--- config.mk ---
export PLATFORM = sky130hd
export DESIGN_NAME = rstc_top
export DESIGN_NICKNAME = d
export VERILOG_FILES = /design/src/rtl/rstc_pkg.sv /design/src/rtl/rstc_pin_filter.sv /design/src/rtl/rstc_domain_seq.sv /design/src/rtl/rstc_cause_reg.sv /design/src/rtl/rstc_top.sv
export SDC_FILE = /design/constraint.sdc
export NUM_CORES = 1
export LEC_CHECK = 0
export BUFFER_PORTS_ARGS = -buffer_cell sky130_fd_sc_hd__buf_4
export CAP_MARGIN = 20
export CORE_ASPECT_RATIO = 0.9
export CORE_MARGIN = 3
export CORE_UTILIZATION = 57
export CTS_BUF_LIST = sky130_fd_sc_hd__clkbuf_2
export DETAILED_ROUTE_END_ITERATION = 10
export PLACE_DENSITY = 0.81
export SLEW_MARGIN = 20
export SYNTH_ARGS = -nofsm -noshare
export SYNTH_HDL_FRONTEND = slang
export SYNTH_SLANG_ARGS = --single-unit
export TNS_END_PERCENT = 1
--- constraint.sdc ---
create_clock -name clk -period 1.94 [get_ports clk]
set_input_delay 0.388 -clock clk [delete_from_list [all_inputs] [get_ports clk]]
set_output_delay 0.388 -clock clk [all_outputs]
set_load 0.01 [all_outputs]
--- src/rtl/rstc_pkg.sv ---
package rstc_pkg;
    localparam int CAUSE_W = 6;

    // cause bit positions (software decodes these)
    localparam int C_POR   = 0;
    localparam int C_PIN   = 1;
    localparam int C_WDOG  = 2;
    localparam int C_HIB   = 3;
    localparam int C_CLK   = 4;
    localparam int C_UPSTR = 5;

    localparam logic [CAUSE_W-1:0] CAUSE_POR_VAL = CAUSE_W'(1) << C_POR;

    typedef enum logic [1:0] {
        ST_HOLD    = 2'd0,
        ST_STRETCH = 2'd1,
        ST_RUN     = 2'd2
    } rst_state_e;
endpackage

--- src/rtl/rstc_pin_filter.sv ---
module rstc_pin_filter #(
    parameter int FILT_LEN = 4
) (
    input  logic clk,
    input  logic por_req,
    input  logic pin_n,
    output logic active
);
    localparam int CW = $clog2(FILT_LEN + 1);
    localparam logic [CW-1:0] LAST = CW'(FILT_LEN - 1);

    logic [1:0]    sync_q;
    logic [CW-1:0] cnt_q;
    logic          act_q;
    logic          raw_act;

    always_ff @(posedge clk or posedge por_req) begin
        if (por_req) sync_q <= 2'b11;
        else         sync_q <= {sync_q[0], pin_n};
    end

    assign raw_act = ~sync_q[1];

    // accept a new level only after FILT_LEN stable cycles
    always_ff @(posedge clk or posedge por_req) begin
        if (por_req) begin
            cnt_q <= '0;
            act_q <= 1'b0;
        end else if (raw_act == act_q) begin
            cnt_q <= '0;
        end else if (cnt_q == LAST) begin
            cnt_q <= '0;
            act_q <= raw_act;
        end else begin
            cnt_q <= cnt_q + 1'b1;
        end
    end

    assign active = act_q;
endmodule

--- src/rtl/rstc_domain_seq.sv ---
module rstc_domain_seq
    import rstc_pkg::*;
#(
    parameter int HOLD_CYC = 4
) (
    input  logic clk,
    input  logic por_req,
    input  logic req,
    output logic rst_n
);
    localparam int CW = $clog2(HOLD_CYC + 1);
    localparam logic [CW-1:0] LAST = CW'(HOLD_CYC - 1);

    rst_state_e    state_q, state_d;
    logic [CW-1:0] cnt_q, cnt_d;
    logic          rst_n_q;

    always_ff @(posedge clk or posedge por_req) begin
        if (por_req) begin
            state_q <= ST_HOLD;
            cnt_q   <= '0;
        end else begin
            state_q <= state_d;
            cnt_q   <= cnt_d;
        end
    end

    always_comb begin
        state_d = state_q;
        cnt_d   = cnt_q;
        unique case (state_q)
            ST_HOLD: begin
                if (!req) begin
                    state_d = ST_STRETCH;   // quiet
                    cnt_d   = '0;
                end
            end
            ST_STRETCH: begin
                if (req)                state_d = ST_HOLD;    // re-request
                else if (cnt_q == LAST) state_d = ST_RUN;     // elapsed
                else                    cnt_d   = cnt_q + 1'b1;
            end
            ST_RUN: begin
                if (req) state_d = ST_HOLD;                  // request
            end
            default: state_d = ST_HOLD;
        endcase
    end

    // registered output: glitch-free, released on a clock edge only
    always_ff @(posedge clk or posedge por_req) begin
        if (por_req) rst_n_q <= 1'b0;
        else         rst_n_q <= (state_d == ST_RUN);
    end

    assign rst_n = rst_n_q;
endmodule

--- src/rtl/rstc_cause_reg.sv ---
module rstc_cause_reg
    import rstc_pkg::*;
(
    input  logic               clk,
    input  logic               por_req,
    input  logic [CAUSE_W-1:0] set_vec,
    input  logic               clr_en,
    input  logic [CAUSE_W-1:0] clr_mask,
    output logic [CAUSE_W-1:0] cause
);
    logic [CAUSE_W-1:0] cause_q;
    logic [CAUSE_W-1:0] kill;

    assign kill = clr_en ? clr_mask : '0;

    always_ff @(posedge clk or posedge por_req) begin
        if (por_req) cause_q <= CAUSE_POR_VAL;
        else         cause_q <= (cause_q & ~kill) | set_vec;
    end

    assign cause = cause_q;
endmodule

--- src/rtl/rstc_top.sv ---
module rstc_top
    import rstc_pkg::*;
#(
    parameter int FILT_LEN = 4,
    parameter int HOLD_CYC = 4
) (
    input  logic               clk,
    input  logic               por_req,
    input  logic               ext_rst_n,
    input  logic               wdog_pri,
    input  logic               wdog_sec,
    input  logic               hib_wake,
    input  logic               clk_miss,
    input  logic               reg_sel,
    input  logic               reg_clr,
    input  logic [CAUSE_W-1:0] reg_wmask,
    output logic [CAUSE_W-1:0] reg_rdata,
    output logic               pri_rst_n,
    output logic               sec_rst_n
);
    localparam int NDOM = 2;

    logic               ext_act;
    logic               pri_src;
    logic [NDOM-1:0]    dom_req;
    logic [NDOM-1:0]    dom_rst_n;
    logic [CAUSE_W-1:0] set_vec [NDOM];
    logic [CAUSE_W-1:0] cause_q [NDOM];

    rstc_pin_filter #(.FILT_LEN(FILT_LEN)) u_pin (
        .clk     (clk),
        .por_req (por_req),
        .pin_n   (ext_rst_n),
        .active  (ext_act)
    );

    assign pri_src    = ext_act | wdog_pri | hib_wake | clk_miss;
    assign dom_req[0] = pri_src;
    assign dom_req[1] = pri_src | wdog_sec | ~dom_rst_n[0];

    always_comb begin
        set_vec[0]         = '0;
        set_vec[0][C_PIN]  = ext_act;
        set_vec[0][C_WDOG] = wdog_pri;
        set_vec[0][C_HIB]  = hib_wake;
        set_vec[0][C_CLK]  = clk_miss;
        set_vec[1]          = '0;
        set_vec[1][C_WDOG]  = wdog_sec;
        set_vec[1][C_UPSTR] = pri_src;
    end

    for (genvar d = 0; d < NDOM; d++) begin : g_dom
        rstc_domain_seq #(.HOLD_CYC(HOLD_CYC)) u_seq (
            .clk     (clk),
            .por_req (por_req),
            .req     (dom_req[d]),
            .rst_n   (dom_rst_n[d])
        );
        rstc_cause_reg u_cause (
            .clk      (clk),
            .por_req  (por_req),
            .set_vec  (set_vec[d]),
            .clr_en   (reg_clr && (reg_sel == 1'(d))),
            .clr_mask (reg_wmask),
            .cause    (cause_q[d])
        );
    end

    assign reg_rdata = reg_sel ? cause_q[1] : cause_q[0];
    assign pri_rst_n = dom_rst_n[0];
    assign sec_rst_n = dom_rst_n[1];
endmodule

Word-level counts from Yosys, hierarchy flattened
Cells that the tools add are included.
{ "totals": {"reg_bits": 30, "mem_bits_ro": 0, "output_inout_bits": 8, "mem_count": 0, "mem_bits_rw": 0, "elab_cells": 77, "in_bits": 15, "latchBits": 0} }
{ "classes": {"mux": 23, "n_lt_le_gt_ge": 0, "shifts": 0, "addsub": 3, "mul": 0, "n_eq_ne": 16, "n_reduce_logical": 9, "n_div": 0, "bitwise": 15} }
{ "ops": {"columns": ["op", "count"], "rows": [
  ["$mux 3", 8],
  ["$mux 6", 3],
  ["$mux 2", 8],
  ["$and 6x6->6", 2],
  ["$ne 2x2->1 const B", 6],
  ["$not 6->6", 2],
  ["$pmux 2 s3", 2],
  ["$pmux 3 s2", 2],
  ["$add 3x1->3 const B", 3],
  ["$eq 3x2->1 const B", 3],
  ["$eq 2x2->1 const B", 4],
  ["$reduce_and 4->1", 2],
  ["$or 6x5->6", 1],
  ["$or 6x6->6", 1],
  ["$or 1x1->1", 5],
  ["$eq 2x1->1 const B", 2],
  ["$logic_not 2->1", 2],
  ["$not 1->1", 4],
  ["$reduce_bool 2->1", 2],
  ["$logic_and 1x1->1", 2],
  ["$reduce_and 2->1", 1],
  ["$eq 1x1->1", 1]
]} }

Longest topological paths before layout
Gate-level depths: netlist (run 1).
{ "depth": {"word_depth": 8, "mapped_depth": 5, "depth_no_buf": 5} }

Modules after synthesis
A second synthesis (run 1) with hierarchy kept.
{ "hier_totals": {"hier_cells": 110, "area_unflattened_um2": 1303.8} }
{ "modules_own_cells": {"columns": ["mod", "area_per_inst_um2", "seq_area_each_um2", "cells_per_inst", "instances"], "rows": [
  ["rstc_cause_reg", 222.7, 151.4, 19, 2],
  ["rstc_domain_seq (g_dom[0].u_seq)", 270.3, 150.1, 23, 1],
  ["rstc_domain_seq (g_dom[1].u_seq)", 257.7, 150.1, 21, 1],
  ["rstc_pin_filter", 222.7, 152.6, 16, 1],
  ["rstc_top", 107.6, 0.0, 12, 1]
]} }

Least setup slack after synthesis (run 1)
Ideal clock, no wire load.
{ "synth_path": {"path_kind": "reg2reg", "start": "reg u_pin.act_q, in the netlist u_pin.active", "end": "reg g_dom[0].u_seq.cnt_q[2]", "t_required_ns": 1.807, "n_path_buf": 1, "setup_ns": 0.133, "path_slack_ns": 0.377, "synth_period_minus_slack_ns": 1.563, "arrival_ns": 1.430, "path_stages_with_launch": 5, "path_cell_list": "dfrtp_1 > or4_4 > buf_4 > a211oi_4 > o32ai_2"} }
{ "synth_via": {"elab_chain_len": 5, "elab_cells_between_ends": 6, "classes_between": "eq/ne: 2; bitwise: 3; reduce/logical: 1"} }
{ "synth_rtl": {"columns": ["item", "line_no", "rtl"], "rows": [
  ["from (decl)", "rstc_pin_filter.sv:14", "logic act_q;"],
  ["from (signal assigned)", "rstc_pin_filter.sv:33", "act_q <= raw_act;"],
  ["$or 1x1->1 (*) (3 in series)", "rstc_top.sv:37", "assign pri_src = ext_act | wdog_pri | hib_wake | clk_miss;"],
  ["$ne 2x2->1 (no source line)", null, null],
  ["$reduce_and 4->1 (no source line) (*)", null, null],
  ["to (signal assigned)", "rstc_domain_seq.sv:24", "cnt_q <= cnt_d;"],
  ["to (decl)", "rstc_domain_seq.sv:15", "logic [CW-1:0] cnt_q, cnt_d;"]
]} }
Every way passes the cells marked *; elsewhere a longest branch is shown, timed or not.
A chain may end at the register's enable or synchronous reset.

Worst setup path after layout (run 1)
Same ends and word-level chain as after synthesis.

==> impl_metrics.xml, run 1 <==
<?xml version="1.0" encoding="UTF-8"?>
<metrics>
  <group name="run_status">
    <metric name="status" unit="">finished, final reports clean</metric>
  </group>
  <group name="synthesis">
    <metric name="syn_avg_cell_area" unit="sq um">12.20</metric>
    <metric name="synth_largest_area_cell" unit="">sky130_fd_sc_hd__dfrtp_1</metric>
    <metric name="number_of_flops_mapped_to_enable_cells_by_yosys" unit="">0</metric>
    <metric name="postSynth.asyncResetShare" unit="">1.000</metric>
    <metric name="syn_nets" unit="">129</metric>
    <metric name="netlist.area_leader.share" unit="">0.4892</metric>
    <metric name="synth_cell_types" unit="">34</metric>
    <metric name="synth_area" unit="sq um">1330</metric>
    <metric name="leading_cell_type_by_number_of_instances_after_synthesis" unit="">sky130_fd_sc_hd__dfrtp_1</metric>
    <metric name="synth_simple_gate_area_frac" unit="">0.1439</metric>
    <metric name="syn-instance-count" unit="">109</metric>
    <metric name="post_synth_fa_ha_maj_area_fraction" unit="">0.04704</metric>
    <metric name="synth-seq-area-share" unit="">0.5682</metric>
    <metric name="synthTopCellsByCount" unit="">26 x sky130_fd_sc_hd__dfrtp_1, 8 x sky130_fd_sc_hd__nand2_1, 7 x sky130_fd_sc_hd__inv_1</metric>
    <metric name="mux_contribution_to_synthesized_area" unit="">0.06585</metric>
    <metric name="synth_top_flop_cell" unit="">sky130_fd_sc_hd__dfrtp_1</metric>
    <metric name="synth_xor_xnor_area_share" unit="">0.006585</metric>
    <metric name="synth-compound-area-share" unit="">0.1402</metric>
    <metric name="ff_latch_count_synth" unit="">30</metric>
    <metric name="synth_top_family_by_area" unit="">simple AND/OR/NAND/NOR gates</metric>
    <metric name="synth.yosys.warnings" unit="">0</metric>
    <metric name="synth_top_cells_by_area" unit="">sky130_fd_sc_hd__dfrtp_1 49%, sky130_fd_sc_hd__dfstp_2 7.9%, sky130_fd_sc_hd__mux2_2 5.1%, sky130_fd_sc_hd__ha_1 4.7%, sky130_fd_sc_hd__a21boi_0 3.4%</metric>
  </group>
  <group name="critical_path">
    <metric name="worst_setup_path_end_kind" unit="">flop</metric>
    <metric name="cp_top_family" unit="">simple AND/OR/NAND/NOR gates</metric>
    <metric name="crit-reg2reg-launch" unit="">u_pin.active$_DFFE_PP0P_</metric>
    <metric name="crit_type" unit="">flop to flop</metric>
    <metric name="timing.critical_path.arrival" unit="ps">2030</metric>
    <metric name="critical_path_required_time" unit="ps">2220</metric>
    <metric name="timing.critical_path.fanout_max" unit="">12</metric>
    <metric name="critical-path-max-stage-delay" unit="ps">650</metric>
    <metric name="crit_path_top_delay_cell" unit="">sky130_fd_sc_hd__or4_4</metric>
    <metric name="setup.reg_to_reg.worst_slack" unit="ps">190</metric>
    <metric name="path_cells" unit="">or4_4, or3_1, o32ai_2</metric>
    <metric name="crit_start_category" unit="">flop</metric>
    <metric name="rr_worst_depth" unit="">3</metric>
    <metric name="r2r_end" unit="">g_dom[0].u_seq.cnt_q[2]$_DFFE_PP0P_</metric>
    <metric name="crit_buf_inv" unit="">0</metric>
  </group>
  <group name="clock_network">
    <metric name="tritoncts_num_sinks" unit="">30</metric>
    <metric name="clock_tree.root_cell" unit="">sky130_fd_sc_hd__clkbuf_2</metric>
    <metric name="cts.path.max_buffers" unit="">2</metric>
    <metric name="tritoncts" unit="">yes</metric>
    <metric name="cts_post_setup_buffers_inserted" unit="">0</metric>
    <metric name="numCtsBuffers" unit="">5</metric>
    <metric name="clk_transition_reported_paths" unit="ps">150</metric>
    <metric name="clk_latency" unit="ps">370</metric>
    <metric name="cts_htree_levels" unit="">2</metric>
  </group>
  <group name="timing">
    <metric name="fin_setup_tns" unit="ps">0</metric>
    <metric name="fmaxAchievable" unit="MHz">570.5</metric>
    <metric name="report.final.setup_viol" unit="">0</metric>
    <metric name="rsz_0062_raised_after_global_routing" unit="">false</metric>
    <metric name="worst_pin_slew" unit="ps">497.5</metric>
    <metric name="hold_slack" unit="ps">125.6</metric>
    <metric name="period_minus_slack" unit="ps">1753</metric>
    <metric name="maxSlewViolCount" unit="">0</metric>
    <metric name="period_share" unit="">0.9035</metric>
    <metric name="final-hold-violation-count" unit="">0</metric>
    <metric name="relSlewSlack" unit="">0.6653</metric>
    <metric name="finClkSkew" unit="ps">18.87</metric>
  </group>
  <group name="place">
    <metric name="port-buffer-count" unit="">22</metric>
    <metric name="gp_routability_congestion" unit="">0.7743</metric>
    <metric name="detailed_place_hpwl" unit="mm">2.009</metric>
    <metric name="dpl.cell_count" unit="">156</metric>
  </group>
  <group name="grt">
    <metric name="first_global_vias" unit="">992</metric>
    <metric name="global_route.overflow_total" unit="">0</metric>
    <metric name="antenna_found_initial" unit="">0</metric>
    <metric name="grt.total_usage" unit="">0.2170</metric>
    <metric name="grt_first_pass_wirelength" unit="mm">4.554</metric>
    <metric name="grt_start_max_net_pins" unit="">13</metric>
  </group>
  <group name="finish">
    <metric name="drive_above_1_share" unit="">0.3214</metric>
    <metric name="flip_flop_and_latch_area" unit="sq um">755.7</metric>
    <metric name="synthToLayoutAreaGrowth" unit="%">18.72</metric>
    <metric name="filler_cell_count_in_the_final_layout" unit="">140</metric>
    <metric name="multi_input_area" unit="sq um">536.8</metric>
    <metric name="diodes" unit="">0</metric>
    <metric name="nNetsFinal" unit="">159</metric>
    <metric name="final_std_cells_w_o_fill" unit="">165</metric>
  </group>
  <group name="hold_path">
    <metric name="min_delay_path_depth" unit="">1</metric>
    <metric name="hold_start" unit="">ext_rst_n</metric>
    <metric name="min-delay-path-class" unit="">input pin to flop</metric>
    <metric name="worst_hold_path.endpoint" unit="">u_pin.sync_q[0]$_DFF_PP1_</metric>
  </group>
  <group name="routing">
    <metric name="drt_pass1_iterations" unit="">4</metric>
    <metric name="routed-via-count" unit="">942</metric>
    <metric name="drt-vias-per-instance" unit="">5.709</metric>
    <metric name="drtIter0Drc" unit="">28</metric>
    <metric name="avgRoutedWirePerCell" unit="microns">15.87</metric>
    <metric name="drc" unit="">0</metric>
    <metric name="detail-route-antenna-nets" unit="">0</metric>
    <metric name="totalWireLength" unit="mm">2.619</metric>
  </group>
  <group name="floorplanning">
    <metric name="fp-row-count" unit="">15</metric>
    <metric name="start_util" unit="">0.6442</metric>
    <metric name="die-height" unit="microns">51.83</metric>
    <metric name="die-area" unit="sq um">2950</metric>
    <metric name="core-area" unit="sq um">2064</metric>
    <metric name="dieWidth" unit="microns">56.92</metric>
    <metric name="top_level_ports" unit="">23</metric>
  </group>
  <group name="power">
    <metric name="p_leak" unit="nW">0.7151</metric>
    <metric name="vdd.ir_drop.worst" unit="mV">0.6776</metric>
    <metric name="p_per_area" unit="nW/um^2">772.6</metric>
  </group>
  <group name="flow_run">
    <metric name="cap_viol_max_count" unit="">0</metric>
  </group>
</metrics>
==> per-layer routing <==
metal  share of wire  routed length [microns]  global-route usage
met1            0.42                     1113              0.2455
met2            0.50                     1298              0.3593
met3           0.062                      162             0.09429
met4           0.017                       44             0.09266
met5               0                        0                   0
==> worst max path at each step <==
stage	from	end	slack (ps)	depth (start not counted)
final	u_pin.active$_DFFE_PP0P_	g_dom[0].u_seq.cnt_q[2]$_DFFE_PP0P_	190	3
after CTS	u_pin.active$_DFFE_PP0P_	g_dom[0].u_seq.cnt_q[2]$_DFFE_PP0P_	180	3
after global placement	hib_wake	g_dom[0].u_seq.cnt_q[2]$_DFFE_PP0P_	180	4
after detailed placement	hib_wake	g_dom[0].u_seq.cnt_q[2]$_DFFE_PP0P_	150	4
after global routing	u_pin.active$_DFFE_PP0P_	g_dom[0].u_seq.cnt_q[2]$_DFFE_PP0P_	130	3
after floorplan	u_pin.active$_DFFE_PP0P_	g_dom[0].u_seq.cnt_q[2]$_DFFE_PP0P_	380	4
==> area by class of cell <==
| type | count | share of cell area |
|---|---|---|
| flip-flops and latches | 30 | 0.4786 |
| multi-input cells | 70 | 0.3399 |
| repair buffers | 25 | 0.1204 |
| well taps | 25 | 0.01981 |
| clock buffers | 6 | 0.01902 |
| inverters | 7 | 0.01664 |
| clock inverters | 2 | 0.005547 |
==> registers in the layout, summed over array words and instances (netlist names) <==
| register | count |
|---|---|
| g_dom.u_seq.state_q | 4 |
| u_pin.active | 1 |
| g_dom.u_cause.cause | 12 |
| u_pin.cnt_q | 3 |
| u_pin.sync_q | 2 |
| g_dom.u_seq.rst_n | 2 |
| g_dom.u_seq.cnt_q | 6 |
==> through the flow <==
step | cell area [sq um] | power [mW] | worst slack, ps | utilization
floorplan | 1330 | 0.8480 | 376.8 | -
global placement | 1530 | 0.9152 | 181.3 | 0.7412
detailed placement | 1530 | 0.9333 | 153.4 | 0.7412
CTS | 1579 | 1.239 | 175.9 | 0.7648
global route | 1579 | 1.287 | 131.1 | 0.7648
finish | 1579 | 1.220 | 187.3 | 0.7648
==> kinds of logic after synthesis <==
kind of cell / after synthesis
compound gates: 24
xor+xnor: 1
fa+ha+maj: 5
buf+inv: 9
flops: 30
mux: 8
simple gates: 32
==> power breakdown <==
group          internal, mW  switching, mW  leakage (nW)  total, mW
Sequential            0.680         0.0415         0.363      0.721
Clock                0.0885          0.211        0.0304      0.300
Combinational        0.0993         0.0999         0.322      0.199
==> what timing repair did <==
action,4_1_cts,5_1_grt
endpoints found under the hold margin,8,0
hold buffers,1,0
endpoints found under the setup margin,0,0
gates resized for setup,0,0
==> layout by cell type, fill, tap and decap left out, types with 2 or more instances in the layout <==
cell type,n
sky130_fd_sc_hd__o21ai_0,4
sky130_fd_sc_hd__a21boi_0,6
sky130_fd_sc_hd__a21o_1,6
sky130_fd_sc_hd__buf_4,24
sky130_fd_sc_hd__dfrtp_1,26
sky130_fd_sc_hd__nand2b_1,2
sky130_fd_sc_hd__nand2_1,8
sky130_fd_sc_hd__nor3b_1,3
sky130_fd_sc_hd__mux2i_1,2
sky130_fd_sc_hd__ha_1,5
sky130_fd_sc_hd__mux2_2,6
sky130_fd_sc_hd__nor2b_1,2
sky130_fd_sc_hd__a21oi_1,2
sky130_fd_sc_hd__nand3b_1,2
sky130_fd_sc_hd__inv_1,7
sky130_fd_sc_hd__nand3_1,4
sky130_fd_sc_hd__clkbuf_2,6
sky130_fd_sc_hd__dfstp_2,4
sky130_fd_sc_hd__nor4b_1,2
sky130_fd_sc_hd__nor2_1,2
==> worst reg2reg max path, cell delays in order, from the launching register on <==
cell                      delay (ps)
sky130_fd_sc_hd__dfrtp_1         460
sky130_fd_sc_hd__or4_4           650
sky130_fd_sc_hd__or3_1           370
sky130_fd_sc_hd__o32ai_2         200
(Power assumes the default switching activity.)
==> run 2: changes to the inputs <==
Settings changed: CORE_UTILIZATION 57 to 51, PLACE_DENSITY 0.81 to 0.77.
Clock period 1.94 ns to 1.6 ns, I/O delays scaled along.
==> impl_metrics.xml, run 2 (synthesized netlist as in run 1, its figures left out) <==
<?xml version="1.0" encoding="UTF-8"?>
<metrics>
  <group name="run_status">
    <metric name="status" unit="">finished, final reports clean</metric>
  </group>
  <group name="critical_path">
    <metric name="worst_setup_path_end_kind" unit="">flop</metric>
    <metric name="rr_worst_depth" unit="">4</metric>
    <metric name="timing.critical_path.arrival" unit="ps">1760</metric>
    <metric name="r2r_end" unit="">g_dom[0].u_seq.cnt_q[2]$_DFFE_PP0P_</metric>
    <metric name="critical_path_required_time" unit="ps">1850</metric>
    <metric name="crit-reg2reg-launch" unit="">g_dom[0].u_seq.cnt_q[0]$_DFFE_PP0P_</metric>
    <metric name="timing.critical_path.fanout_max" unit="">5</metric>
    <metric name="crit_start_category" unit="">flop</metric>
    <metric name="setup.reg_to_reg.worst_slack" unit="ps">90</metric>
    <metric name="crit_type" unit="">flop to flop</metric>
  </group>
  <group name="clock_network">
    <metric name="clk_transition_reported_paths" unit="ps">140</metric>
    <metric name="tritoncts_num_sinks" unit="">30</metric>
    <metric name="numCtsBuffers" unit="">5</metric>
    <metric name="clk_latency" unit="ps">340</metric>
    <metric name="cts.path.max_buffers" unit="">2</metric>
    <metric name="tritoncts" unit="">yes</metric>
    <metric name="cts-hold-fix-buffers" unit="">0</metric>
    <metric name="cts_htree_levels" unit="">2</metric>
    <metric name="clock_tree.root_cell" unit="">sky130_fd_sc_hd__clkbuf_2</metric>
  </group>
  <group name="timing">
    <metric name="report.final.setup_viol" unit="">0</metric>
    <metric name="worst_pin_slew" unit="ps">420.5</metric>
    <metric name="final-hold-violation-count" unit="">0</metric>
    <metric name="fmaxAchievable" unit="MHz">663.7</metric>
    <metric name="rsz_0062_raised_after_global_routing" unit="">false</metric>
    <metric name="finClkSkew" unit="ps">6.784</metric>
    <metric name="period_minus_slack" unit="ps">1507</metric>
    <metric name="period_share" unit="">0.9417</metric>
    <metric name="maxSlewViolCount" unit="">0</metric>
    <metric name="relSlewSlack" unit="">0.7171</metric>
    <metric name="hold_slack" unit="ps">30.51</metric>
  </group>
  <group name="routing">
    <metric name="detail-route-antenna-nets" unit="">0</metric>
    <metric name="totalWireLength" unit="mm">2.483</metric>
    <metric name="routed-via-count" unit="">936</metric>
    <metric name="drt_pass1_iterations" unit="">4</metric>
    <metric name="drt-vias-per-instance" unit="">5.410</metric>
    <metric name="drc" unit="">0</metric>
    <metric name="avgRoutedWirePerCell" unit="microns">14.35</metric>
    <metric name="drtIter0Drc" unit="">44</metric>
  </group>
  <group name="power">
    <metric name="sw_frac_of_total" unit="">0.2740</metric>
    <metric name="p_leak" unit="nW">0.7490</metric>
    <metric name="internal_power_of_the_cells" unit="mW">1.090</metric>
    <metric name="clock_power_share" unit="">0.229</metric>
    <metric name="vdd.ir_drop.worst" unit="mV">0.6601</metric>
    <metric name="comb_power_share" unit="">0.195</metric>
    <metric name="p_per_area" unit="nW/um^2">910.7</metric>
    <metric name="total_switching_power" unit="uW">411.1</metric>
    <metric name="share_seq_of_total_power" unit="">0.575</metric>
  </group>
  <group name="finish">
    <metric name="finish.utilization" unit="">0.7096</metric>
    <metric name="fin_area" unit="sq um">1648</metric>
    <metric name="synthToLayoutAreaGrowth" unit="%">23.89</metric>
    <metric name="final_common_cell" unit="">sky130_fd_sc_hd__buf_4</metric>
    <metric name="drive_above_1_share" unit="">0.3904</metric>
    <metric name="largest_register_ff_count" unit="">12</metric>
    <metric name="layout.cells.most_common_list" unit="">32 x sky130_fd_sc_hd__buf_4, 26 x sky130_fd_sc_hd__dfrtp_1, 8 x sky130_fd_sc_hd__nand2_1, 7 x sky130_fd_sc_hd__inv_1, 7 x sky130_fd_sc_hd__clkbuf_2</metric>
    <metric name="nNetsFinal" unit="">166</metric>
    <metric name="diodes" unit="">0</metric>
  </group>
  <group name="place">
    <metric name="port-buffer-count" unit="">22</metric>
    <metric name="detailed_place_hpwl" unit="mm">1.880</metric>
    <metric name="gp_routability_congestion" unit="">0.7288</metric>
    <metric name="dpl_cell_area" unit="sq um">1585</metric>
  </group>
  <group name="hold_path">
    <metric name="min-delay-path-class" unit="">input pin to asynchronous set/reset pin</metric>
  </group>
  <group name="grt">
    <metric name="first_global_vias" unit="">974</metric>
    <metric name="grt_first_pass_wirelength" unit="mm">4.140</metric>
    <metric name="met2_usage" unit="">0.3201</metric>
    <metric name="grt.total_usage" unit="">0.1765</metric>
    <metric name="grt_util_met3" unit="">0.04245</metric>
    <metric name="antenna_found_initial" unit="">0</metric>
    <metric name="busiest_layer" unit="">met2</metric>
    <metric name="grt_start_max_net_pins" unit="">31</metric>
    <metric name="grt.met1_usage" unit="">0.1973</metric>
    <metric name="global_route.overflow_total" unit="">0</metric>
  </group>
  <group name="floorplanning">
    <metric name="top_level_ports" unit="">23</metric>
    <metric name="start_util" unit="">0.5727</metric>
    <metric name="dieWidth" unit="microns">59.83</metric>
    <metric name="fp-row-count" unit="">16</metric>
    <metric name="die-height" unit="microns">54.45</metric>
    <metric name="core-area" unit="sq um">2322</metric>
    <metric name="die-area" unit="sq um">3257</metric>
  </group>
  <group name="flow_run">
    <metric name="cap_viol_max_count" unit="">0</metric>
  </group>
</metrics>
[run 2: cell types whose count changed in the layout (fill, tap and decap cells not counted), sizes merged]
| cell | change |
|---|---|
| buf | +8 |
| clkbuf | +1 |
| clkinv | -2 |
| dlygate4sd3 | -1 |
[run 2: layout make-up]
cell class	instances	area, sq um
clock buffers	7	35.03
fillers	173	674.4
inverters	7	26.28
multi-input cells	70	556.8
flip-flops and latches	30	755.7
well taps	27	33.78
repair buffers	32	240.2
[run 2: how the worst max path moves through the flow]
stage	end	slack, ps	start	cells past startpoint
after floorplan	g_dom[0].u_seq.cnt_q[2]$_DFFE_PP0P_	40	u_pin.active$_DFFE_PP0P_	4
after global placement	g_dom[0].u_seq.cnt_q[2]$_DFFE_PP0P_	-30	hib_wake	4
after detailed placement	g_dom[0].u_seq.cnt_q[2]$_DFFE_PP0P_	-60	hib_wake	4
after CTS	g_dom[0].u_seq.cnt_q[2]$_DFFE_PP0P_	20	g_dom[0].u_seq.cnt_q[0]$_DFFE_PP0P_	4
after global routing	g_dom[1].u_seq.cnt_q[0]$_DFFE_PP0P_	20	g_dom[1].u_seq.cnt_q[0]$_DFFE_PP0P_	4
final	g_dom[0].u_seq.cnt_q[2]$_DFFE_PP0P_	90	g_dom[0].u_seq.cnt_q[0]$_DFFE_PP0P_	4
[run 2: worst max-delay path, stage by stage, from the launching register on]
cell	delay [ps]
sky130_fd_sc_hd__dfrtp_1	420
sky130_fd_sc_hd__ha_1	230
sky130_fd_sc_hd__ha_2	210
sky130_fd_sc_hd__or3_4	380
sky130_fd_sc_hd__o32ai_2	190
[run 2: stage by stage]
stage / TNS (ps) / setup WS (ps) / std cells / power, mW
after floorplan: 0 / 36.82 / 109 / 1.028
after global placement: -36.29 / -30.56 / 165 / 1.138
after detailed placement: -156.5 / -60.28 / 165 / 1.162
after CTS: 0 / 19.93 / 173 / 1.517
after global routing: 0 / 18.96 / 173 / 1.591
final: 0 / 93.33 / 173 / 1.501
[run 2: routing by layer]
layer,wire length (microns),up-vias
li1,-,465
met1,1041,433
met2,1238,29
met3,152,9
met4,50,0
met5,0,-
[run 2: power groups by stage]
stage	Clock, mW	Sequential (mW)	Combinational (mW)
after floorplan	0	0.875	0.153
after global placement	0	0.875	0.263
after detailed placement	0	0.881	0.282
after CTS	0.355	0.865	0.297
after global routing	0.391	0.872	0.328
final	0.344	0.863	0.293
[run 2: timing repair]
item                                    4_1_cts  5_1_grt
buffers inserted                              1        0
gates resized for setup                       1        3
pin swaps                                     1        0
endpoints found under the setup margin        2        3
hold endpoints to repair                      0        0
==> run 3: changes to the inputs <==
Settings changed: CELL_PAD_IN_SITES_DETAIL_PLACEMENT from default to 0, CELL_PAD_IN_SITES_GLOBAL_PLACEMENT from default to 1, CORE_MARGIN 3 to 2, CORE_UTILIZATION 51 to 41.
Clock period 1.6 ns to 1.35 ns, I/O delays scaled along.
==> impl_metrics.xml, run 3 (synthesized netlist as in run 1, its figures left out) <==
<?xml version="1.0" encoding="UTF-8"?>
<metrics>
  <group name="run_status">
    <metric name="status" unit="">finished with violations</metric>
    <metric name="violated_checks" unit="">negative setup slack</metric>
  </group>
  <group name="critical_path">
    <metric name="path_cells" unit="">or4_4, or3_4, o211ai_1</metric>
    <metric name="critical_path_required_time" unit="ps">1620</metric>
    <metric name="crit_start_category" unit="">flop</metric>
    <metric name="crit_path_top_delay_cell" unit="">sky130_fd_sc_hd__or4_4</metric>
    <metric name="rr_worst_depth" unit="">3</metric>
    <metric name="timing.critical_path.arrival" unit="ps">1760</metric>
    <metric name="crit_type" unit="">flop to flop</metric>
    <metric name="worst_setup_path_end_kind" unit="">flop</metric>
    <metric name="critical-path-max-stage-delay" unit="ps">470</metric>
    <metric name="timing.critical_path.fanout_max" unit="">5</metric>
  </group>
  <group name="clock_network">
    <metric name="numCtsBuffers" unit="">5</metric>
    <metric name="tritoncts" unit="">yes</metric>
    <metric name="cts_htree_levels" unit="">2</metric>
    <metric name="tritoncts_num_sinks" unit="">30</metric>
    <metric name="clk_latency" unit="ps">370</metric>
    <metric name="clock_tree.root_cell" unit="">sky130_fd_sc_hd__clkbuf_2</metric>
    <metric name="cts.path.max_buffers" unit="">2</metric>
    <metric name="clk_transition_reported_paths" unit="ps">130</metric>
  </group>
  <group name="routing">
    <metric name="avgRoutedWirePerCell" unit="microns">13.74</metric>
    <metric name="totalWireLength" unit="mm">2.721</metric>
    <metric name="detail-route-antenna-nets" unit="">0</metric>
    <metric name="drc" unit="">0</metric>
    <metric name="routed-via-count" unit="">1024</metric>
    <metric name="drtIter0Drc" unit="">38</metric>
    <metric name="drt-vias-per-instance" unit="">5.172</metric>
    <metric name="drt_pass1_iterations" unit="">4</metric>
  </group>
  <group name="grt">
    <metric name="antenna_found_initial" unit="">0</metric>
    <metric name="grt.total_usage" unit="">0.1677</metric>
    <metric name="grt_first_pass_wirelength" unit="mm">4.643</metric>
    <metric name="grt_start_max_net_pins" unit="">31</metric>
    <metric name="first_global_vias" unit="">1046</metric>
    <metric name="global_route.overflow_total" unit="">0</metric>
  </group>
  <group name="timing">
    <metric name="setup_ws" unit="ps">-133.6</metric>
    <metric name="report.final.setup_viol" unit="">9</metric>
    <metric name="rsz_0062_raised_after_global_routing" unit="">true</metric>
    <metric name="finClkSkew" unit="ps">20.56</metric>
    <metric name="period_minus_slack" unit="ps">1484</metric>
    <metric name="fmaxAchievable" unit="MHz">674.0</metric>
    <metric name="period_share" unit="">1.099</metric>
    <metric name="relSlewSlack" unit="">0.7464</metric>
    <metric name="worst_pin_slew" unit="ps">380.4</metric>
    <metric name="maxSlewViolCount" unit="">0</metric>
    <metric name="final-hold-violation-count" unit="">0</metric>
  </group>
  <group name="finish">
    <metric name="largest_register_ff_count" unit="">12</metric>
    <metric name="finish.utilization" unit="">0.5887</metric>
    <metric name="synthToLayoutAreaGrowth" unit="%">35.75</metric>
    <metric name="nNetsFinal" unit="">175</metric>
    <metric name="final_common_cell" unit="">sky130_fd_sc_hd__buf_4</metric>
    <metric name="filler_cell_count_in_the_final_layout" unit="">256</metric>
    <metric name="multi_input_area" unit="sq um">591.8</metric>
    <metric name="layout.cells.most_common_list" unit="">32 x sky130_fd_sc_hd__buf_4, 26 x sky130_fd_sc_hd__dfrtp_1, 8 x sky130_fd_sc_hd__nand2_1, 8 x sky130_fd_sc_hd__clkbuf_2</metric>
    <metric name="drive_above_1_share" unit="">0.4359</metric>
    <metric name="flip_flop_and_latch_area" unit="sq um">755.7</metric>
    <metric name="fin_area" unit="sq um">1805</metric>
    <metric name="diodes" unit="">0</metric>
  </group>
  <group name="floorplanning">
    <metric name="core-area" unit="sq um">3067</metric>
    <metric name="top_level_ports" unit="">23</metric>
    <metric name="dieWidth" unit="microns">64.04</metric>
    <metric name="fp-row-count" unit="">19</metric>
    <metric name="die-area" unit="sq um">3716</metric>
    <metric name="die-height" unit="microns">58.03</metric>
    <metric name="start_util" unit="">0.4337</metric>
  </group>
  <group name="hold_path">
    <metric name="min_delay_path_depth" unit="">2</metric>
    <metric name="min-delay-path-class" unit="">input pin to flop</metric>
  </group>
  <group name="power">
    <metric name="p_leak" unit="nW">0.8213</metric>
    <metric name="p_per_area" unit="nW/um^2">1025</metric>
    <metric name="vdd.ir_drop.worst" unit="mV">0.6572</metric>
  </group>
  <group name="flow_run">
    <metric name="cap_viol_max_count" unit="">0</metric>
  </group>
  <group name="place">
    <metric name="gp_routability_congestion" unit="">0.7512</metric>
    <metric name="port-buffer-count" unit="">22</metric>
    <metric name="dpl_cell_area" unit="sq um">1672</metric>
    <metric name="detailed_place_hpwl" unit="mm">1.957</metric>
  </group>
</metrics>
-- run 3: layout make-up --
class                           instances  share of cell area
Sequential cell                        30              0.4186
Multi-Input combinational cell         70              0.3278
Timing Repair Buffer                   41              0.1878
Tap cell                               42             0.02911
Clock buffer                            8             0.02218
Inverter                                7             0.01455
-- run 3: report_power, final --
group | total, mW | leakage [nW] | switching, mW | internal (mW)
Sequential | 1.02 | 0.363 | 0.0460 | 0.977
Clock | 0.444 | 0.0332 | 0.291 | 0.153
Combinational | 0.384 | 0.425 | 0.183 | 0.201
Total | 1.85 | 0.821 | 0.520 | 1.33
-- run 3: routing by layer --
| metal | part of all wire | track usage | up-vias |
|---|---|---|---|
| met3 | 0.047 | 0.06796 | 8 |
| met2 | 0.53 | 0.2842 | 24 |
| met5 | 0 | 0 | - |
| met4 | 0.021 | 0.06522 | 0 |
| met1 | 0.41 | 0.1910 | 514 |
| li1 | - | - | 478 |
-- run 3: critical path: cells and delay by family, from the launching register on --
family	cells	cell delay (ps)
simple gates	2	830
flops	1	410
compound gates	1	170
-- run 3: through the flow --
stage          hold WS [ps]  total power [mW]  setup slack (ps)  std cells  TNS [ps]
6_report              62.18             1.851            -133.6        198    -758.1
5_1_grt               36.38             1.975            -193.9        198     -1755
4_1_cts               45.55             1.861            -152.6        198     -1322
3_5_place_dp          351.6             1.398            -290.5        188     -2000
3_3_place_gp          347.3             1.377            -239.9        188     -1741
2_1_floorplan         274.5             1.223            -98.11        109    -254.1
-- run 3: worst paths after layout --
kind | startpoint | to | slack, ps
max | u_pin.active$_DFFE_PP0P_ | g_dom[0].u_seq.cnt_q[0]$_DFFE_PP0P_ | -130
min | reg_wmask[0] | g_dom[0].u_cause.cause[0]$_DFF_PP1_ | 60
max reg2reg | u_pin.active$_DFFE_PP0P_ | g_dom[0].u_seq.cnt_q[0]$_DFFE_PP0P_ | -130
min reg2reg | u_pin.sync_q[0]$_DFF_PP1_ | u_pin.sync_q[1]$_DFF_PP1_ | 370
max in group asynchronous | por_req | g_dom[0].u_cause.cause[0]$_DFF_PP1_ | 490
min in group asynchronous | por_req | g_dom[1].u_seq.cnt_q[0]$_DFFE_PP0P_ | 510
-- run 3: what timing repair did --
item                                   in CTS  in global routing
hold buffers                                2                  0
pin swaps                                   0                  3
resized for setup                           9                 10
endpoints found under the hold margin      27                  0
setup endpoints to repair                  16                 17
setup buffers                               0                  0
